[src/rtl/gpt_pkg.sv]
package gpt_pkg;

   // register word addresses
   localparam logic [2:0] A_CTRL  = 3'd0;
   localparam logic [2:0] A_LOAD  = 3'd1;
   localparam logic [2:0] A_COUNT = 3'd2;
   localparam logic [2:0] A_CAPT  = 3'd3;
   localparam logic [2:0] A_CLR   = 3'd4;

   // control word bit positions (software-visible layout)
   localparam int B_DIV1 = 15;
   localparam int B_EN   = 4;
   localparam int B_PER  = 3;
   localparam int B_UP   = 2;

   localparam int PS_W = 8;

   typedef struct packed {
      logic       div1;
      logic       en;
      logic       periodic;
      logic       up;
      logic [1:0] pre;
   } ctrl_t;

   localparam ctrl_t CTRL_RST = '{div1: 1'b0, en: 1'b0, periodic: 1'b1, up: 1'b0, pre: 2'b10};

   function automatic ctrl_t ctrl_unpack(input logic [15:0] w);
      ctrl_t c;
      c.div1     = w[B_DIV1];
      c.en       = w[B_EN];
      c.periodic = w[B_PER];
      c.up       = w[B_UP];
      c.pre      = w[1:0];
      return c;
   endfunction

   function automatic logic [15:0] ctrl_pack(input ctrl_t c);
      logic [15:0] w;
      w         = '0;
      w[B_DIV1] = c.div1;
      w[B_EN]   = c.en;
      w[B_PER]  = c.periodic;
      w[B_UP]   = c.up;
      w[1:0]    = c.pre;
      return w;
   endfunction

   // terminal value of the prescale counter (divisor minus one)
   function automatic logic [PS_W-1:0] pre_term(input ctrl_t c);
      case (c.pre)
         2'b00:   pre_term = c.div1 ? PS_W'(0) : PS_W'(3);
         2'b01:   pre_term = PS_W'(15);
         2'b10:   pre_term = PS_W'(63);
         default: pre_term = PS_W'(255);
      endcase
   endfunction

endpackage

[src/rtl/gpt_regs.sv]
module gpt_regs
   import gpt_pkg::*;
#(
   parameter int DATA_W = 16,
   parameter int CNT_W  = 16
) (
   input  logic              clk,
   input  logic              rst_n,
   input  logic              we,
   input  logic [2:0]        addr,
   input  logic [DATA_W-1:0] wdata,
   output ctrl_t             ctrl_q,
   output ctrl_t             ctrl_nx,
   output logic [CNT_W-1:0]  load_q,
   output logic [CNT_W-1:0]  load_nx,
   output logic              clr_to,
   output logic              clr_cap
);

   logic wr_ctrl, wr_load, wr_clr;

   assign wr_ctrl = we && (addr == A_CTRL);
   assign wr_load = we && (addr == A_LOAD);
   assign wr_clr  = we && (addr == A_CLR);

   // next-state values are exported so the counter sees a write on its own edge
   assign ctrl_nx = wr_ctrl ? ctrl_unpack(wdata[15:0]) : ctrl_q;
   assign load_nx = wr_load ? wdata[CNT_W-1:0] : load_q;

   assign clr_to  = wr_clr && wdata[0];
   assign clr_cap = wr_clr && wdata[1];

   always_ff @(posedge clk or negedge rst_n) begin
      if (!rst_n) begin
         ctrl_q <= CTRL_RST;
         load_q <= '0;
      end else begin
         ctrl_q <= ctrl_nx;
         load_q <= load_nx;
      end
   end

endmodule

[src/rtl/gpt_prescaler.sv]
module gpt_prescaler
   import gpt_pkg::*;
(
   input  logic            clk,
   input  logic            rst_n,
   input  logic            en,
   input  logic [PS_W-1:0] term,
   output logic            tick
);

   logic [PS_W-1:0] pcnt;
   logic            at_term;

   // >= keeps the divider sane if the code shrinks while running
   assign at_term = (pcnt >= term);
   assign tick    = en && at_term;

   always_ff @(posedge clk or negedge rst_n) begin
      if (!rst_n)       pcnt <= '0;
      else if (!en)     pcnt <= '0;
      else if (at_term) pcnt <= '0;
      else              pcnt <= pcnt + PS_W'(1);
   end


   pre_idle_chk: assert property (@(posedge clk) disable iff (!rst_n)
      !en |=> (pcnt == '0));

   pre_tick_chk: assert property (@(posedge clk) disable iff (!rst_n)
      tick |=> (pcnt == '0));

endmodule

[src/rtl/gpt_counter.sv]
module gpt_counter #(
   parameter int CNT_W = 16
) (
   input  logic             clk,
   input  logic             rst_n,
   input  logic             en,
   input  logic             up,
   input  logic             periodic,
   input  logic [CNT_W-1:0] load,
   input  logic             nx_en,
   input  logic             nx_up,
   input  logic             nx_periodic,
   input  logic [CNT_W-1:0] nx_load,
   input  logic             tick,
   output logic [CNT_W-1:0] cnt_q,
   output logic             timeout
);

   logic [CNT_W-1:0] start_nx, wrap_val;
   logic             at_end, run;

   assign start_nx = nx_periodic ? nx_load : (nx_up ? '0 : '1);
   assign wrap_val = periodic ? load : (up ? '0 : '1);
   assign at_end   = up ? (&cnt_q) : ~(|cnt_q);
   assign run      = en && nx_en;
   assign timeout  = run && tick && at_end;

   always_ff @(posedge clk or negedge rst_n) begin
      if (!rst_n)       cnt_q <= '0;
      else if (!run)    cnt_q <= start_nx;
      else if (timeout) cnt_q <= wrap_val;
      else if (tick)    cnt_q <= up ? cnt_q + CNT_W'(1) : cnt_q - CNT_W'(1);
   end


   step_up_chk: assert property (@(posedge clk) disable iff (!rst_n)
      (run && tick && up && !at_end) |=> (cnt_q == $past(cnt_q) + CNT_W'(1)));

   step_dn_chk: assert property (@(posedge clk) disable iff (!rst_n)
      (run && tick && !up && !at_end) |=> (cnt_q == $past(cnt_q) - CNT_W'(1)));

   hold_chk: assert property (@(posedge clk) disable iff (!rst_n)
      (run && !tick) |=> $stable(cnt_q));

   reload_chk: assert property (@(posedge clk) disable iff (!rst_n)
      (timeout && periodic) |=> (cnt_q == $past(load)));

endmodule

[src/rtl/gpt_events.sv]
module gpt_events #(
   parameter int CNT_W = 16
) (
   input  logic             clk,
   input  logic             rst_n,
   input  logic             evt_i,
   input  logic [CNT_W-1:0] cnt_i,
   input  logic             timeout_i,
   input  logic             clr_to,
   input  logic             clr_cap,
   output logic [CNT_W-1:0] cap_q,
   output logic             irq
);

   logic evt_d, rise, to_flag, cap_flag;

   assign rise = evt_i && !evt_d;
   assign irq  = to_flag || cap_flag;

   always_ff @(posedge clk or negedge rst_n) begin
      if (!rst_n) begin
         evt_d    <= 1'b0;
         cap_q    <= '0;
         to_flag  <= 1'b0;
         cap_flag <= 1'b0;
      end else begin
         evt_d    <= evt_i;
         if (rise) cap_q <= cnt_i;
         // a new event outranks a clear on the same edge
         to_flag  <= timeout_i || (to_flag && !clr_to);
         cap_flag <= rise || (cap_flag && !clr_cap);
      end
   end


   cap_set_chk: assert property (@(posedge clk) disable iff (!rst_n)
      rise |=> (cap_flag && cap_q == $past(cnt_i)));

   to_set_chk: assert property (@(posedge clk) disable iff (!rst_n)
      timeout_i |=> irq);

   cap_clr_chk: assert property (@(posedge clk) disable iff (!rst_n)
      (clr_cap && !rise) |=> !cap_flag);

   to_clr_chk: assert property (@(posedge clk) disable iff (!rst_n)
      (clr_to && !timeout_i) |=> !to_flag);

endmodule

[src/rtl/gp_timer16.sv]
module gp_timer16
   import gpt_pkg::*;
#(
   parameter int DATA_W = 16,
   parameter int CNT_W  = 16
) (
   input  logic              clk,
   input  logic              rst_n,
   input  logic              bus_we,
   input  logic [2:0]        bus_addr,
   input  logic [DATA_W-1:0] bus_wdata,
   output logic [DATA_W-1:0] bus_rdata,
   input  logic              evt_in,
   output logic              irq_out
);

   localparam int PAD_W = DATA_W - CNT_W;

   if (DATA_W < 16) begin : g_bad_data
      $error("gp_timer16: DATA_W must hold the 16-bit control word");
   end
   if (CNT_W > DATA_W || CNT_W < 2) begin : g_bad_cnt
      $error("gp_timer16: CNT_W must be in 2..DATA_W");
   end

   ctrl_t            ctrl_q, ctrl_nx;
   logic [CNT_W-1:0] load_q, load_nx, cnt_q, cap_q;
   logic             clr_to, clr_cap, tick, timeout;
   logic [DATA_W-1:0] cnt_rd, cap_rd, load_rd, ctrl_rd;

   gpt_regs #(.DATA_W(DATA_W), .CNT_W(CNT_W)) u_regs (
      .clk(clk), .rst_n(rst_n), .we(bus_we), .addr(bus_addr), .wdata(bus_wdata),
      .ctrl_q(ctrl_q), .ctrl_nx(ctrl_nx), .load_q(load_q), .load_nx(load_nx),
      .clr_to(clr_to), .clr_cap(clr_cap)
   );

   gpt_prescaler u_pre (
      .clk(clk), .rst_n(rst_n), .en(ctrl_q.en && ctrl_nx.en),
      .term(pre_term(ctrl_q)), .tick(tick)
   );

   gpt_counter #(.CNT_W(CNT_W)) u_cnt (
      .clk(clk), .rst_n(rst_n),
      .en(ctrl_q.en), .up(ctrl_q.up), .periodic(ctrl_q.periodic), .load(load_q),
      .nx_en(ctrl_nx.en), .nx_up(ctrl_nx.up), .nx_periodic(ctrl_nx.periodic),
      .nx_load(load_nx), .tick(tick), .cnt_q(cnt_q), .timeout(timeout)
   );

   gpt_events #(.CNT_W(CNT_W)) u_evt (
      .clk(clk), .rst_n(rst_n), .evt_i(evt_in), .cnt_i(cnt_q), .timeout_i(timeout),
      .clr_to(clr_to), .clr_cap(clr_cap), .cap_q(cap_q), .irq(irq_out)
   );

   // zero-extend counter-width values onto the bus
   if (PAD_W > 0) begin : g_pad
      assign cnt_rd  = {{PAD_W{1'b0}}, cnt_q};
      assign cap_rd  = {{PAD_W{1'b0}}, cap_q};
      assign load_rd = {{PAD_W{1'b0}}, load_q};
   end else begin : g_nopad
      assign cnt_rd  = cnt_q;
      assign cap_rd  = cap_q;
      assign load_rd = load_q;
   end

   if (DATA_W > 16) begin : g_ctrl_pad
      assign ctrl_rd = {{(DATA_W-16){1'b0}}, ctrl_pack(ctrl_q)};
   end else begin : g_ctrl_nopad
      assign ctrl_rd = ctrl_pack(ctrl_q);
   end

   always_comb begin
      case (bus_addr)
         A_CTRL:  bus_rdata = ctrl_rd;
         A_LOAD:  bus_rdata = load_rd;
         A_COUNT: bus_rdata = cnt_rd;
         A_CAPT:  bus_rdata = cap_rd;
         default: bus_rdata = '0;
      endcase
   end


   disable_chk: assert property (@(posedge clk) disable iff (!rst_n)
      (ctrl_q.en && !ctrl_nx.en && !ctrl_nx.periodic && ctrl_nx.up) |=> (cnt_q == '0));

endmodule

[config.mk]
export PLATFORM = sky130hd
export DESIGN_NAME = gp_timer16
export DESIGN_NICKNAME = d
export VERILOG_FILES = /design/src/rtl/gpt_pkg.sv /design/src/rtl/gpt_regs.sv /design/src/rtl/gpt_prescaler.sv /design/src/rtl/gpt_counter.sv /design/src/rtl/gpt_events.sv /design/src/rtl/gp_timer16.sv
export SDC_FILE = /design/constraint.sdc
export NUM_CORES = 1
export LEC_CHECK = 0
export ABC_CLOCK_PERIOD_IN_PS = 2910
export BUFFER_PORTS_ARGS = -buffer_cell sky130_fd_sc_hd__buf_2
export CORE_UTILIZATION = 56
export CTS_BUF_LIST = sky130_fd_sc_hd__clkbuf_4
export DETAILED_ROUTE_END_ITERATION = 8
export PLACE_DENSITY = 0.83
export SLEW_MARGIN = 20
export SYNTH_ARGS = -nofsm -noshare
export SYNTH_HDL_FRONTEND = slang
export SYNTH_HIERARCHICAL = 1
export SYNTH_SLANG_ARGS = --single-unit
[constraint.sdc]
create_clock -name clk -period 2.91 [get_ports clk]
set_clock_uncertainty 0.05 [all_clocks]
set_input_delay 0.4365 -clock clk [delete_from_list [all_inputs] [get_ports clk]]
set_output_delay 0.4365 -clock clk [all_outputs]
set_load 0.01 [all_outputs]
# Word level (Yosys, flattened, before mapping)
# Index checks and enable logic that the tools add are counted.
[classes]
addsub = 3
magnitude_cmp = 1
eq_ne = 7
n_mux = 16
bitwise_logic = 1
reduce_logical = 22
[op_table]
columns = ["op", "n"]
rows = [
  ["$mux 16", 9],
  ["$pmux 16 s4", 1],
  ["$pmux 8 s3", 1],
  ["$add 16x1->16 const B", 1],
  ["$mux 8", 2],
  ["$reduce_and 16->1", 1],
  ["$reduce_or 16->1", 1],
  ["$sub 16x1->16 const B", 1],
  ["$logic_and 1x1->1", 12],
  ["$add 8x1->8 const B", 1],
  ["$ge 8x8->1", 1],
  ["$eq 3x2->1 const B", 2],
  ["$mux 5", 1],
  ["$eq 3x1->1 const B", 1],
  ["$eq 3x3->1 const B", 1],
  ["$logic_not 1->1", 3],
  ["$logic_not 3->1", 1],
  ["$logic_or 1x1->1", 3],
  ["$ne 3x1->1 const B", 1],
  ["$eq 2x1->1 const B", 1],
  ["$eq 2x2->1 const B", 1],
  ["$logic_not 2->1", 1],
  ["$mux 2", 1],
  ["$mux 1", 1],
  ["$not 1->1", 1],
]
[word_totals]
register_bits = 65
input_bits = 23
out_inout_bits = 17
elab_cells = 62

# Depth between registers and ports, before layout
# Gate-level depths: netlist of run 1.
[depth]
ltp_word = 9
mapped_depth = 16

# Modules after synthesis
# The synthesis of run 1 kept the hierarchy.
[modules_own_cells]
columns = ["module", "instances", "cells_each", "area_each_um2"]
rows = [
  ["gpt_counter", 1, 259, 1919.3],
  ["gpt_regs", 1, 51, 925.9],
  ["gpt_events", 1, 43, 764.5],
  ["gpt_prescaler", 1, 58, 571.8],
  ["gp_timer16", 1, 70, 540.5],
]

# Worst setup path after synthesis of run 1
# No wires, ideal clock.
[synth_timing]
path_type = "reg2reg"
start = "reg, netlist name u_regs/ctrl_q[1]"
end = "reg u_cnt.cnt_q[11]"
arrival_time_ps = 2785
required_time_ps = 2724
slack_ps = -61
stages_incl_launch_ff = 15
n_path_buf = 0
synth_period_minus_slack_ps = 2971
path_cell_list = "dfstp_2 -> inv_1 -> ha_1 -> nor2_1 -> o21ai_0 -> ha_1 -> nand2b_1 -> a21oi_4 -> o31ai_1 -> and2_1 -> clkinv_1 -> nand3_1 -> o21ai_0 -> a2111oi_0 -> nor3b_1"
[synth_between]
elab_chain_cells = 8
elab_cells_between_ends = 11
classes_between = "order compare (1); eq/ne (3); mux (3); reduce/logical (4)"
[synth_rtl]
columns = ["element", "line_no", "text"]
rows = [
  ["$eq 2x2->1, or another cell as far along", "gpt_pkg.sv:51", "case (c.pre)"],
  ["$pmux 8 s3 *", "gpt_pkg.sv:51", ""],
  ["$ge 8x8->1 *", "gpt_prescaler.sv:15", "assign at_term = (pcnt >= term);"],
  ["$logic_and 1x1->1 *", "gpt_prescaler.sv:16", "assign tick = en && at_term;"],
  ["via tick", "gp_timer16.sv:28", "logic clr_to, clr_cap, tick, timeout;"],
  ["$logic_and 1x1->1 (2 in a row)", "gpt_counter.sv:26", "assign timeout = run && tick && at_end;"],
  ["$mux 16", "gpt_counter.sv:31", "else if (timeout) cnt_q <= wrap_val;"],
  ["$mux 16", "gpt_counter.sv:30", "else if (!run) cnt_q <= start_nx;"],
  ["end signal: assignment", "gpt_counter.sv:30", ""],
  ["end signal: assignment", "gpt_counter.sv:31", ""],
  ["end signal: assignment", "gpt_counter.sv:32", "else if (tick) cnt_q <= up ? cnt_q + CNT_W'(1) : cnt_q - CNT_W'(1);"],
  ["end: declaration", "gpt_counter.sv:15", "output logic [CNT_W-1:0] cnt_q,"],
]
# The timed path passes the listed nets; every way through them passes the cells marked *.
# A chain may end at the register's enable or synchronous reset.

# Worst setup path in the final report of run 1
[layout_timing]
start = "reg, netlist name u_regs/ctrl_q[1]"
end = "reg u_cnt.cnt_q[15]"
[layout_between]
elab_chain_cells = 8
elab_cells_between_ends = 11
classes_between = "order compare (1); eq/ne (3); mux (3); reduce/logical (4)"
[layout_rtl]
columns = ["element", "line_no"]
rows = [
  ["$eq 2x2->1, or another cell as far along", "gpt_pkg.sv:51"],
  ["$pmux 8 s3 *", "gpt_pkg.sv:51"],
  ["$ge 8x8->1 *", "gpt_prescaler.sv:15"],
  ["$logic_and 1x1->1 *", "gpt_prescaler.sv:16"],
  ["via tick", "gp_timer16.sv:28"],
  ["$logic_and 1x1->1 (2 in a row)", "gpt_counter.sv:26"],
  ["$mux 16", "gpt_counter.sv:31"],
  ["$mux 16", "gpt_counter.sv:30"],
]
# Marked as above.

==> flow_summary.yaml, run 1 <==
route:
  ant_nets: 0
  dr_total_vias: 4359
  drcViolationCount: 0
  vias_per_cell: 6.61
  first_iter_violations: 448
  detail_route.first_pass.iterations: 5
  routed_wl_mm: 13.5
  routedWlPerCell_um: 20.5
timing:
  max_freq_ghz: 0.316
  holdWs_ns: 0.0156
  grt_setup_unrepaired: "true"
  period_needed_ns: 3.16
  setup_viol: 13
  worst_pin_slew_ns: 0.735
  setup_ws_ns: -0.252
  max-slew-margin-rel: 0.510
  fin_crit_sh: 1.09
  final_hold_viol_count: 0
  drv_slew: 0
min_path:
  worstHoldPathType: "input port to async pin"
grt:
  antenna_found_initial: 0
  track_usage: 0.300
  grt_pass1_vias: 4105
  grt_start_max_net_pins: 35
  gr-total-overflow: 0
  grt_pass1_wl_mm: 20.4
clocking:
  hold_buffers: 0
  cts_inserted_buffers: 9
  clock_latency_ns: 0.41
  cts.sinks: 65
  htree_levels: 3
  clkTransAtPathRegs_ns: 0.12
  cts_tree: "built"
  clk_path_buf_depth: 2
  root_buffer: "clkbuf_4"
final_layout:
  layout-drive-gt1-share: 0.335
  ff_latch_area_um2: 1630
  area_growth_pct: 18.7
  multi_input_area_um2: 3050
  fillCellCount: 567
  nNetsFinal: 599
critical_path:
  critPathKind: "register to register"
  reg2reg_depth: 16
  critPathLaunchType: "register"
  critPathArrivalTime_ns: 3.42
  required_ns: 3.17
  worst-path-max-fanout: 4
  r2r_slack_ns: -0.25
  endpoint: "u_cnt/cnt_q[15]$_DFFE_PN0P_"
  cp-startpoint: "u_regs/ctrl_q[1]$_DFF_PN1_"
  r2r-end: "u_cnt/cnt_q[15]$_DFFE_PN0P_"
  critPathCaptureType: "register"
  r2r_start: "u_regs/ctrl_q[1]$_DFF_PN1_"
status:
  status: "finished, violations left"
  violations: "setup timing"
place:
  gp_congestion: 0.942
  port_buffers: 39
  place_hpwl_mm: 9.19
logic_synthesis:
  synth_top_area_cell: "dfrtp_1"
  synthAdderAreaFrac: 0.0758
  synth_edf_count: 0
  synth_mux_area_frac: 0.154
  syn_area_um2: 4720
  yosysMostFrequentCell: "dfrtp_1"
  synth.ff_latch_count: 65
  syn-num-nets: 532
  yosysSeqAreaShare: 0.345
  yosys.area_share.simple: 0.128
  synthTopCellsByArea: "dfrtp_1 33%, ha_1 7.2%, mux2_4 6.0%"
  synthXorXnorAreaFrac: 0.0241
  yosys.cell_types.count: 65
  synth-compound-area-share: 0.216
  synth_top_flop_cell: "dfrtp_1"
  syn_avg_cell_area_um2: 9.82
  synthTopCellsByCount: "63 x dfrtp_1, 56 x a21oi_1, 27 x ha_1, 27 x nor2_1, 23 x mux2i_1"
  syn_inst: 481
  synth_top_area_frac: 0.334
  synth_warnings: 6
  synth_top_family_by_area: "compound AO/OA/AOI/OAI gates"
  async_flop_share: 1.00
power:
  clkPwrFrac: 0.142
  power_switching_w: 0.00209
  p_int_w: 0.00270
  finalPower_w: 0.00479
  p_comb_frac: 0.536
  p_leak_nw: 2.50
  power_frac_seq: 0.322
  ir_worst_vdd_v: 0.000361
  power.density_nw_per_um2: 854
  swShare: 0.436
floorplan:
  die_area_um2: 8800
  coreArea_um2: 8180
  die_w_um: 93.8
  die_h_um: 93.8
  initial_core_util: 0.578
  num_rows: 33
  top_level_ports: 40
run:
  drv_cap: 0
## cell type report
cell class | instances | share of cell area
Inverter | 23 | 0.0159
Sequential cell | 65 | 0.291
Antenna cell | 1 | 0.000447
Clock buffer | 9 | 0.0121
Multi-Input combinational cell | 367 | 0.544
Timing Repair Buffer | 82 | 0.0987
Clock inverter | 7 | 0.0152
Tap cell | 105 | 0.0234
## routing by layer
layer,GRT usage,share of wire,up-vias
met5,0,0,-
met4,0.138,0.040,0
met3,0.0502,0.081,48
met2,0.477,0.46,253
met1,0.397,0.42,2113
li1,-,-,1945
## stage by stage
stage,worst slack (ns),util,TNS [ns],instances,area [um^2]
after global routing,-0.241,0.685,-2.03,658,5600
final,-0.252,0.685,-1.25,659,5600
after detailed placement,-0.210,0.628,-1.62,633,5130
after floorplan,-0.0611,-,-0.118,481,4720
after CTS,-0.0755,0.656,-0.222,652,5360
after global placement,-0.144,0.628,-0.641,633,5130
## cell families after synthesis
group                      after synthesis
DFF                                     65
adders and majority gates               28
and+or+nand+nor                        110
buffers and inverters                   49
AOI/OAI and AO/OA                      155
muxes                                   61
xor gates and xnor gates                13
## placed cells by master (no fill, tap or decap), drive strengths merged, types with 9 or more instances in the layout
cell type,n
dfrtp,63
mux2,38
a21oi,57
o22ai,14
inv,23
o21ai,20
clkbuf,9
a21o,11
nand2,17
ha,27
a211oi,19
nand4,9
buf,82
nand3,12
mux2i,23
nor2,27
## what timing repair did
item / in CTS / in global routing
pin swaps: 12 / 12
gates cloned: 0 / 0
gates resized for setup: 17 / 48
setup endpoints to repair: 13 / 16
hold endpoints to repair: 0 / 0
buffers inserted: 3 / 6
## power groups by stage
| stage | logic, W | clock network, W | registers (W) |
|---|---|---|---|
| final | 0.00257 | 0.000682 | 0.00154 |
| after global routing | 0.00279 | 0.000732 | 0.00157 |
| after CTS | 0.00229 | 0.000683 | 0.00151 |
| after detailed placement | 0.00223 | 0 | 0.00153 |
| after global placement | 0.00218 | 0 | 0.00151 |
| after floorplan | 0.00169 | 0 | 0.00141 |
## state kept, by name (all words and copies together), names as in the netlist
register / count
u_evt/evt_d: 1
u_evt/cap_q: 16
u_cnt/cnt_q: 16
u_pre/pcnt: 8
u_evt/cap_flag: 1
u_regs/load_q: 16
u_evt/to_flag: 1
u_regs/ctrl_q: 6
## worst min path at each step
stage               cells after the start  slack, ns                    start                          to
floorplan                               0       0.09                    rst_n  u_cnt/cnt_q[0]$_DFFE_PN0P_
global placement                        1       0.41  u_evt/to_flag$_DFF_PN0_     u_evt/to_flag$_DFF_PN0_
detailed placement                      1       0.42  u_pre/pcnt[0]$_DFF_PN0_     u_pre/pcnt[0]$_DFF_PN0_
CTS                                     1       0.02                    rst_n  u_regs/load_q[9]$_DFF_PN0_
global route                            1       0.04                    rst_n  u_regs/load_q[9]$_DFF_PN0_
finish                                  1       0.02                    rst_n  u_regs/load_q[9]$_DFF_PN0_
## worst max-delay path: stages, from the launching register on
cell	delay, ns
dfstp_2	0.60
inv_2	0.07
buf_4	0.15
ha_4	0.17
inv_2	0.05
o21ai_2	0.06
ha_1	0.27
nand2b_4	0.13
a21oi_4	0.07
o31ai_2	0.26
and2_4	0.22
buf_6	0.11
nand2_4	0.05
buf_6	0.16
nor4_1	0.38
mux2i_1	0.15
o311ai_1	0.10
Power figures use the tool's default switching activity.
==> run 2: changes to the inputs <==
- ABC_CLOCK_PERIOD_IN_PS: 2910 -> 3450
- CORE_UTILIZATION: 56 -> 60
- PLACE_DENSITY: 0.83 -> 0.85
- SETUP_SLACK_MARGIN: default -> 0.02
- clock period: 2.91 -> 3.45 ns (I/O delays scaled with it)
==> run 2 against run 1 <==
Effect of this change: the run now ends clean; wire length is 8.1% lower; sequential share of layout area rose by 2.8 points; utilization rose by 0.067 points; critical path type unchanged.
==> flow_summary.yaml, run 2 (synthesis gave the netlist of run 1 again) <==
clocking:
  htree_levels: 3
  hold_buffers: 0
  cts.sinks: 65
  clk_path_buf_depth: 2
  root_buffer: "clkbuf_4"
  cts_tree: "built"
  clkTransAtPathRegs_ns: 0.10
  cts_inserted_buffers: 9
  clock_latency_ns: 0.40
floorplan:
  coreArea_um2: 7450
  die_area_um2: 8230
  die_w_um: 90.7
  die_h_um: 90.7
  top_level_ports: 40
  initial_core_util: 0.634
  num_rows: 31
timing:
  max-slew-margin-rel: 0.388
  drv_slew: 0
  worst_pin_slew_ns: 0.918
  fin_crit_sh: 0.956
  final_hold_viol_count: 0
  max_freq_ghz: 0.303
  period_needed_ns: 3.30
  setup_viol: 0
route:
  routed_wl_mm: 12.4
  detail_route.first_pass.iterations: 5
  drcViolationCount: 0
  ant_nets: 0
  routedWlPerCell_um: 19.8
  first_iter_violations: 391
  vias_per_cell: 6.78
  dr_total_vias: 4239
run:
  drv_cap: 0
critical_path:
  crit_chain: "inv_1 > ha_1 > nor2_1 > o21ai_1 > inv_1 > ha_1 > or4_4 > a21oi_4 > o31ai_1 > and2_2 > nand2_1 > nor2_2 > a2111oi_1 > nor3_2"
  cp_num_cells: 14
  critPathKind: "register to register"
  cp-startpoint: "u_regs/ctrl_q[1]$_DFF_PN1_"
  critPathArrivalTime_ns: 3.53
  r2r-end: "u_cnt/cnt_q[7]$_DFFE_PN0P_"
  crit_family: "simple AND/OR/NAND/NOR gates"
  r2r_start: "u_regs/ctrl_q[1]$_DFF_PN1_"
  required_ns: 3.68
  worst-path-max-fanout: 5
  critical_path.max_stage_delay_ns: 0.58
  critPathBufInv: 2
  r2r_slack_ns: 0.15
  critPathSlowestCell: "dfstp_2"
  endpoint: "u_cnt/cnt_q[7]$_DFFE_PN0P_"
  critPathCaptureType: "register"
  critPathLaunchType: "register"
  reg2reg_depth: 14
place:
  place_hpwl_mm: 8.93
  dpl_cell_area_um2: 4960
  gp_congestion: 0.943
  port_buffers: 39
grt:
  grt_start_max_net_pins: 43
  track_usage: 0.308
  grt_pass1_wl_mm: 20.4
  grt_pass1_vias: 4099
  antenna_found_initial: 0
  gr-total-overflow: 0
final_layout:
  diodes: 0
  nNetsFinal: 573
  reg_top3: "u_cnt/cnt_q x16, u_evt/cap_q x16, u_regs/load_q x16"
  layout-drive-gt1-share: 0.243
  ff_latch_area_um2: 1630
  final_common_cell: "dfrtp_1"
  final_util: 0.686
  multi_input_area_um2: 2850
  area_growth_pct: 8.21
  fillCellCount: 567
  stdcell_area_um2: 5110
  layout_common_cells: "63 x dfrtp_1, 56 x a21oi_1, 39 x buf_2"
power:
  p_leak_nw: 2.30
  ir_worst_vdd_v: 0.000289
  power.density_nw_per_um2: 708
status:
  status: "complete, no violations"
min_path:
  worstHoldPathType: "input port to async pin"
run 2: layout make-up:
| cell class | instances | area share |
|---|---|---|
| inverters | 23 | 0.0176 |
| clock inverters | 5 | 0.00465 |
| multi-input cells | 367 | 0.557 |
| repair buffers | 56 | 0.0632 |
| flip-flops and latches | 65 | 0.319 |
| well taps | 99 | 0.0242 |
| clock buffers | 10 | 0.0147 |
run 2: worst register-to-register path: stages, from the launching register on:
cell	delay (ns)
dfstp_2	0.58
inv_1	0.07
ha_1	0.27
nor2_1	0.05
o21ai_1	0.13
inv_1	0.09
ha_1	0.20
or4_4	0.43
a21oi_4	0.17
o31ai_1	0.09
and2_2	0.25
nand2_1	0.11
nor2_2	0.12
a2111oi_1	0.50
nor3_2	0.08
run 2: power by group:
| part | total [W] | internal, W | switching, W |
|---|---|---|---|
| clock | 0.000409 | 0.000144 | 0.000265 |
| sequential | 0.00130 | 0.00100 | 0.000299 |
| combinational | 0.00191 | 0.000849 | 0.00106 |
run 2: through the flow:
stage	hold WS, ns	total power, W	cells	worst slack [ns]	setup TNS [ns]
after detailed placement	0.425	0.00311	606	0.110	0
after global placement	0.405	0.00302	606	0.240	0
final	0.186	0.00362	625	0.150	0
after CTS	0.185	0.00352	621	0.0254	0
after global routing	0.183	0.00386	625	-0.0195	-0.0259
after floorplan	0.172	0.00261	481	0.479	0
run 2: worst min path at each step:
| stage | end | slack [ns] | depth (start not counted) |
|---|---|---|---|
| 6_report | u_evt/cap_q[10]$_DFFE_PN0P_ | 0.19 | 1 |
| 2_1_floorplan | u_cnt/cnt_q[0]$_DFFE_PN0P_ | 0.17 | 0 |
| 4_1_cts | u_evt/evt_d$_DFF_PN0_ | 0.19 | 1 |
| 3_3_place_gp | u_evt/to_flag$_DFF_PN0_ | 0.41 | 1 |
| 5_1_grt | u_evt/evt_d$_DFF_PN0_ | 0.18 | 1 |
| 3_5_place_dp | u_evt/cap_flag$_DFF_PN0_ | 0.42 | 1 |
run 2: repair_timing:
action,in CTS,in global routing
setup endpoints to repair,0,7
buffers inserted,0,4
hold endpoints to repair,0,0
gates resized for setup,0,10
run 2: layer usage:
metal	share of wire	vias up	wire, um	GRT usage
met5	0	-	0	0
met4	0.034	0	426	0.121
met2	0.46	257	5690	0.485
met3	0.096	58	1190	0.0715
met1	0.41	2028	5100	0.409
li1	-	1896	-	-
